## src/rtl/lpm_trie_walker.sv

```systemverilog
module lpm_trie_walker #(
  parameter int ADDR_W = 8,
  parameter int IDX_W  = 7,
  parameter int PORT_W = 4
) (
  input  logic              clk,
  input  logic              rst_n,
  input  logic              req_valid,
  input  logic [ADDR_W-1:0] req_addr,
  output logic              busy,
  output logic              resp_valid,
  output logic [PORT_W-1:0] resp_port,
  output logic              resp_hit,
  input  logic              wr_en,
  input  logic [IDX_W-1:0]  wr_idx,
  input  logic [IDX_W-1:0]  wr_left,
  input  logic [IDX_W-1:0]  wr_right,
  input  logic              wr_pfx,
  input  logic [PORT_W-1:0] wr_port
);
  localparam int DEPTH  = 1 << IDX_W;
  localparam int NODE_W = 2 * IDX_W + 1 + PORT_W;
  localparam int USED_W = $clog2(ADDR_W + 1) + 1;

  logic [NODE_W-1:0] mem [DEPTH];

  logic              busy_q;
  logic [ADDR_W-1:0] key_q;
  logic [IDX_W-1:0]  cur_q;
  logic [USED_W-1:0] used_q;
  logic [PORT_W-1:0] best_port_q;
  logic              best_hit_q;
  logic              rv_q;
  logic [PORT_W-1:0] rport_q;
  logic              rhit_q;

  logic [NODE_W-1:0] node;
  logic [IDX_W-1:0]  n_left, n_right, n_next;
  logic              n_pfx;
  logic [PORT_W-1:0] n_port;
  logic              done;
  logic              hit_now;
  logic [PORT_W-1:0] port_now;

  assign node    = mem[cur_q];
  assign n_left  = node[NODE_W-1 -: IDX_W];
  assign n_right = node[NODE_W-1-IDX_W -: IDX_W];
  assign n_pfx   = node[PORT_W];
  assign n_port  = node[PORT_W-1:0];

  assign n_next   = key_q[ADDR_W-1] ? n_right : n_left;
  assign done     = (used_q == USED_W'(ADDR_W)) || (n_next == '0);
  assign hit_now  = best_hit_q | n_pfx;
  assign port_now = n_pfx ? n_port : best_port_q;

  always_ff @(posedge clk) begin
    if (!rst_n) begin
      for (int i = 0; i < DEPTH; i++) mem[i] <= '0;
      busy_q      <= 1'b0;
      key_q       <= '0;
      cur_q       <= '0;
      used_q      <= '0;
      best_port_q <= '0;
      best_hit_q  <= 1'b0;
      rv_q        <= 1'b0;
      rport_q     <= '0;
      rhit_q      <= 1'b0;
    end else begin
      rv_q <= 1'b0;
      if (!busy_q) begin
        if (wr_en) mem[wr_idx] <= {wr_left, wr_right, wr_pfx, wr_port};
        if (req_valid) begin
          busy_q      <= 1'b1;
          key_q       <= req_addr;
          cur_q       <= '0;
          used_q      <= '0;
          best_port_q <= '0;
          best_hit_q  <= 1'b0;
        end
      end else begin
        best_port_q <= port_now;
        best_hit_q  <= hit_now;
        if (done) begin
          busy_q  <= 1'b0;
          rv_q    <= 1'b1;
          rport_q <= port_now;
          rhit_q  <= hit_now;
        end else begin
          cur_q  <= n_next;
          key_q  <= key_q << 1;
          used_q <= used_q + 1'b1;
        end
      end
    end
  end

  assign busy       = busy_q;
  assign resp_valid = rv_q;
  assign resp_port  = rport_q;
  assign resp_hit   = rhit_q;
endmodule

```

## config.mk

```make
export PLATFORM = sky130hd
export DESIGN_NAME = lpm_trie_walker
export DESIGN_NICKNAME = d
export VERILOG_FILES = /design/src/rtl/lpm_trie_walker.sv
export SDC_FILE = /design/constraint.sdc
export NUM_CORES = 2
export LEC_CHECK = 0
export BUFFER_PORTS_ARGS = -buffer_cell sky130_fd_sc_hd__buf_4
export CAP_MARGIN = 25
export CORE_UTILIZATION = 40
export CTS_CLUSTER_DIAMETER = 50
export CTS_CLUSTER_SIZE = 8
export DETAILED_ROUTE_END_ITERATION = 8
export PLACE_DENSITY_LB_ADDON = 0.12
export SLEW_MARGIN = 25
export SYNTH_ARGS = -nofsm -noshare
export SYNTH_HDL_FRONTEND = slang
export SYNTH_SLANG_ARGS = --single-unit
```

## constraint.sdc

```tcl
create_clock -name clk -period 3.35 [get_ports clk]
set_input_delay 0.1675 -clock clk [delete_from_list [all_inputs] [get_ports clk]]
set_output_delay 0.1675 -clock clk [all_outputs]
set_load 0.01 [all_outputs]
```

Word level (Yosys, flattened, before mapping)
Memories as Yosys holds them, arrays and structs flattened. A register that Yosys moved wholly into a read port is not among the register bits.
Index checks and enable logic that the tools add are counted.
W data, S select, Z words.

word-level totals
  register bits = 32
  memory bits (writable) = 2432
  memories = 1

memories
  memory  depth  bits a word  read ports  clocked after memory_dff  wr ports  RTL line  text
  mem     128    19           1           1                         128       25        logic [NODE_W-1:0] mem [DEPTH];

operators by class
  bitwise operators = 1
  equality and inequality tests = 2
  reduce and logical (&&, ||, !) cells = 7
  add/subtract/negate cells = 1
  mux-type cells = 29

operator list
  cell                   count
  $mux W7                7
  $mux W8                3
  $mux W19               1
  $reduce_or A19 Y1      1
  $mux W5                3
  $mux W1                12
  $mux W4                3
  $logic_not A7 Y1       1
  $reduce_and A2 Y1      3
  $add A5 B1 Y5 const B  1
  $eq A5 B4 Y1 const B   1
  $ne A2 B2 Y1 const B   1
  $reduce_bool A2 Y1     1
  $logic_or A1 B1 Y1     1
  $or A1 B1 Y1           1

Longest topological paths before layout
  depth in word-level cells = 7
  mapped depth = 18
  depth with buffers taken out = 10

Worst setup path before layout
OpenSTA, ideal clock, no wires.

  path kind = flip-flop to flip-flop
  start point = register with a tool-made name
  end point = register best_port_q[3]
  data required time = 3.226 ns
  stages on the path, launching flop included = 14
  arrival time = 3.416 ns
  setup slack = -0.190 ns
  path buffers = 6
  path through = dfxtp_1 buf_4 buf_2 buf_2 buf_2 buf_2 buf_1 mux4_2 mux4_1 mux4_2 mux2i_1 o21ai_1 a21oi_1 nor2_1

RTL lines
  element               RTL line  text
  to (signal assigned)  81        best_port_q <= port_now;
  to (decl)             31        logic [PORT_W-1:0] best_port_q;

==> impl_summary.txt <==
----------------------------------------------------
[Global routing]
  Initial antenna violation count ... 21
  Pin count of the biggest net entering global routing ... 106
  Global Route Usage Sum ... 25.7%
  Via count of the first global-routing pass ... 67100
  Remaining global-route overflow ... 0
  Global-route wire length before repair ... 520 mm

[Clock tree]
  Number of CTS-inserted buffers ... 378
  Largest buffer count on any clock path ... 4
  Clk Latency, worst-skew pair ... 900 ps
  Clock root cell ... sky130_fd_sc_hd__clkbuf_16
  Clock tree from TritonCTS ... built
  H-tree depth ... 5
  Number of clock sinks ... 2471
  CTS clk-pin slew, worst paths ... 50 ps

[Route]
  Number of antenna-violating nets in the routed design ... 0
  Vias per Instance ... 5.58
  Number of DRC violations after detailed-routing iteration 0 ... 7007
  Wire per inst ... 31.0 um
  Total wire length ... 367 mm
  Count of unresolved DRC violations after routing ... 0
  Total vias in the final route ... 66100
  1st-pass router iterations ... 5

[Place]
  Routability congestion estimate ... 0.893
  I/O Buffers ... 44
  Estimated wirelength of the detail-placed design ... 232 mm
  Placement Setup Slack ... -1300 ps
  Cell count after placement ... 11200

[Worst hold path]
  Startpoint of the most critical hold path ... wr_left[6]
  Hold Crit Endpoint ... mem[22][18]$_SDFFCE_PN0P_
  Hold Path Class ... primary input to register
  Cell count of the worst hold path ... 2

[Job]
  Max-cap violation count ... 0

[Timing]
  Final worst slack ... -487 ps
  Final Max Slew Viols ... 0
  Shortest clock period the worst path allows after layout ... 3840 ps
  Setup repair after global routing missed its margin ... true
  Slew at the pin closest to its max-slew limit ... 1170 ps
  Highest attainable clock frequency ... 261 MHz
  Clk_skew ... 55.1 ps
  Final hold violation count ... 0
  Final period util ... 115%
  Relative max-transition margin ... 22.3%
  Final setup fails ... 39

[Floorplanning]
  Number of top-level design ports ... 45
  Die footprint ... 0.284 sq mm
  Chip width ... 533 um
  Core footprint ... 0.280 sq mm
  Starting Density ... 40.3%
  Die span in y ... 533 um
  Row Count ... 194

[Layout]
  Layout cell share with drive strength beyond 1 ... 28.7%
  Filler cell count ... 23700
  Relative area change from synthesis to final layout ... 20.8%
  Core Util, Final ... 48.7%
  Net total in the final layout ... 8010
  Flip-flop and latch area ... 0.0738 sq mm
  Area of combinational cells with multiple inputs ... 0.0372 sq mm
  Non-filler cells in the finished layout ... 11800

[Power]
  Total Power Consumption ... 82.2 mW
  Leakage ... 49.6 nW
  Power Density ... 603 mW/mm^2
  IR Drop Worst-Case VDD ... 0.000422 V

[Logic synthesis]
  EDFF count, synth ... 2432
  Area share of the largest cell type after synthesis ... 64.7%
  Synth Flop Type ... sky130_fd_sc_hd__edfxtp_1
  Largest area contributor in the netlist ... sky130_fd_sc_hd__edfxtp_1
  Simple-Gate Fraction of Synth Area ... 15.4%
  Post-synthesis cell area ... 0.113 sq mm
  Adder and majority gate portion of the synthesized area ... 0.0222%
  Async S/R FF share, synth ... 0%
  Fraction of the yosys area taken by sequential cells ... 65.4%
  Number of standard cells after synthesis ... 7243
  Proportion of synthesized area in mux cells ... 13.7%
  Seq cells post-synth ... 2471
  Xor/xnor share of the synthesized area ... 0%
  Nets in the synthesized netlist ... 7283
  Yosys Warn Count ... 0
  Area fraction in compound gates after synthesis ... 2.55%
  Mean cell area of the mapped netlist ... 15.6 sq um
  Number of library cell types mapped by synthesis ... 70
  Combinational family with the most area after synthesis ... simple AND/OR/NAND/NOR gates
  Largest cells by area after synthesis ... sky130_fd_sc_hd__edfxtp_1 65%, sky130_fd_sc_hd__and2_1 14%, sky130_fd_sc_hd__mux4_2 11%, sky130_fd_sc_hd__clkbuf_1 1.7%, sky130_fd_sc_hd__mux4_1 1.2%

[Critical path]
  Startpoint class of the critical path ... register
  Maximum fanout count along the critical path ... 12
  Slack of the worst reg-to-reg path ... -490 ps
  Arrival time worst endpoint ... 4590 ps
  Critical Setup Path Class ... register to register
  Capturing point of the worst reg2reg path ... used_q[1]$_SDFFE_PN0P_
  Length in cells of the worst reg-to-reg path ... 17
  Worst Setup End Kind ... register
  Worst Path Required ... 4110 ps

[Status]
  Failing checks ... setup timing
  Status ... finished, violations left

----------------------------------------------------
[metal layers]
metal  track usage, %  routed length [um]
met1             36.0              157000
met4             6.77                9420
met5                0                   0
met2             41.8              176000
met3             3.94               25700
[per-stage QoR]
stage | hold WS (ps) | setup TNS (ps) | area [sq um]
after CTS | 3.55 | -13680 | 135000
final | 4.99 | -15340 | 136000
after global routing | 22.7 | -17610 | 136000
after global placement | 435 | -45690 | 123000
after floorplan | 329 | 0 | 113000
after detailed placement | 450 | -43860 | 123000
[placed cells by master, fill, tap and decap left out, types with 84 or more instances in the layout]
cell	count
sky130_fd_sc_hd__and2_1	2446
sky130_fd_sc_hd__edfxtp_1	2432
sky130_fd_sc_hd__buf_4	793
sky130_fd_sc_hd__mux4_2	578
sky130_fd_sc_hd__clkbuf_16	389
sky130_fd_sc_hd__nor2_1	163
sky130_fd_sc_hd__o21ai_2	131
sky130_fd_sc_hd__buf_12	131
sky130_fd_sc_hd__mux2i_1	116
sky130_fd_sc_hd__nand2_1	96
sky130_fd_sc_hd__a22oi_1	84
[power breakdown]
group          total [mW]  switching, mW  internal [mW]  leakage (nW)
clock                34.9           13.5           21.4          5.22
combinational        12.0           6.86           5.16          18.7
sequential           35.3          0.331           34.9          25.7
[final cells by class]
type | count | share of cell area, %
timing repair buffer | 1016 | 7.28
clock inverter | 78 | 0.615
multi-input combinational | 4095 | 27.3
inverter | 8 | 0.0266
sequential | 2471 | 54.1
antenna | 6 | 0.0110
tap | 3724 | 3.42
clock buffer | 449 | 7.24
[cells in the mapped netlist, types with 21 or more instances]
library cell,instances
sky130_fd_sc_hd__nand3_1,50
sky130_fd_sc_hd__buf_6,31
sky130_fd_sc_hd__nor2b_1,24
sky130_fd_sc_hd__buf_2,64
sky130_fd_sc_hd__a22oi_1,106
sky130_fd_sc_hd__nand2_1,98
sky130_fd_sc_hd__nor2_1,178
sky130_fd_sc_hd__and2_1,2446
sky130_fd_sc_hd__dfxtp_1,39
sky130_fd_sc_hd__a21oi_1,61
sky130_fd_sc_hd__o211ai_1,21
sky130_fd_sc_hd__mux2i_1,122
sky130_fd_sc_hd__buf_4,23
sky130_fd_sc_hd__edfxtp_1,2432
sky130_fd_sc_hd__clkbuf_1,512
sky130_fd_sc_hd__o22ai_1,24
sky130_fd_sc_hd__o21ai_0,136
sky130_fd_sc_hd__mux4_2,567
sky130_fd_sc_hd__mux4_1,53
[worst max-delay path: stages (launching register included)]
cell and delay [ps]:
sky130_fd_sc_hd__dfxtp_4 370, sky130_fd_sc_hd__buf_12 140, sky130_fd_sc_hd__buf_12 180, sky130_fd_sc_hd__buf_4 220
sky130_fd_sc_hd__buf_6 200, sky130_fd_sc_hd__mux4_2 520, sky130_fd_sc_hd__nand2_1 80, sky130_fd_sc_hd__nand2_1 150
sky130_fd_sc_hd__a21oi_4 300, sky130_fd_sc_hd__o31ai_4 230, sky130_fd_sc_hd__o311ai_4 270, sky130_fd_sc_hd__buf_6 150
sky130_fd_sc_hd__nand3_4 80, sky130_fd_sc_hd__o221ai_4 240, sky130_fd_sc_hd__buf_8 190, sky130_fd_sc_hd__buf_6 130
sky130_fd_sc_hd__mux2i_1 180, sky130_fd_sc_hd__nor2_1 50
[repair_timing]
action,in CTS,in global routing
setup endpoints to repair,39,39
hold buffers,22,0
gates cloned,6,5
pin swaps,33,46
gates resized for setup,142,135
buffers inserted,52,45
hold endpoints to repair,174,0
[flip-flops by register name, indices dropped and copies added (netlist names), named ones only]
signal and flops:
best_hit_q 1, resp_valid 1, resp_hit 1, cur_q 7, key_q 8, resp_port 4
best_port_q 4, busy 1, used_q 5, mem 2432
[logic make-up (layout without fill, tap and decap cells)]
| kind of cell | count (synthesis) | in the layout |
|---|---|---|
| fa+ha+maj | 2 | 2 |
| compound gates | 443 | 443 |
| flops | 2471 | 2471 |
| simple gates | 2897 | 2897 |
| mux | 752 | 753 |
| other cells | 0 | 6 |
| buf+inv | 678 | 1551 |
[worst max-delay path by stage]
stage | slack, ps | startpoint | end
floorplan | 6 | register | best_port_q[1]$_SDFFE_PN0P_
global placement | -1350 | register | key_q[1]$_SDFFE_PN0P_
detailed placement | -1300 | register | key_q[1]$_SDFFE_PN0P_
CTS | -450 | register | register
global route | -520 | register | used_q[1]$_SDFFE_PN0P_
finish | -490 | register | used_q[1]$_SDFFE_PN0P_
No activity file was read; power rests on OpenSTA's default activity.
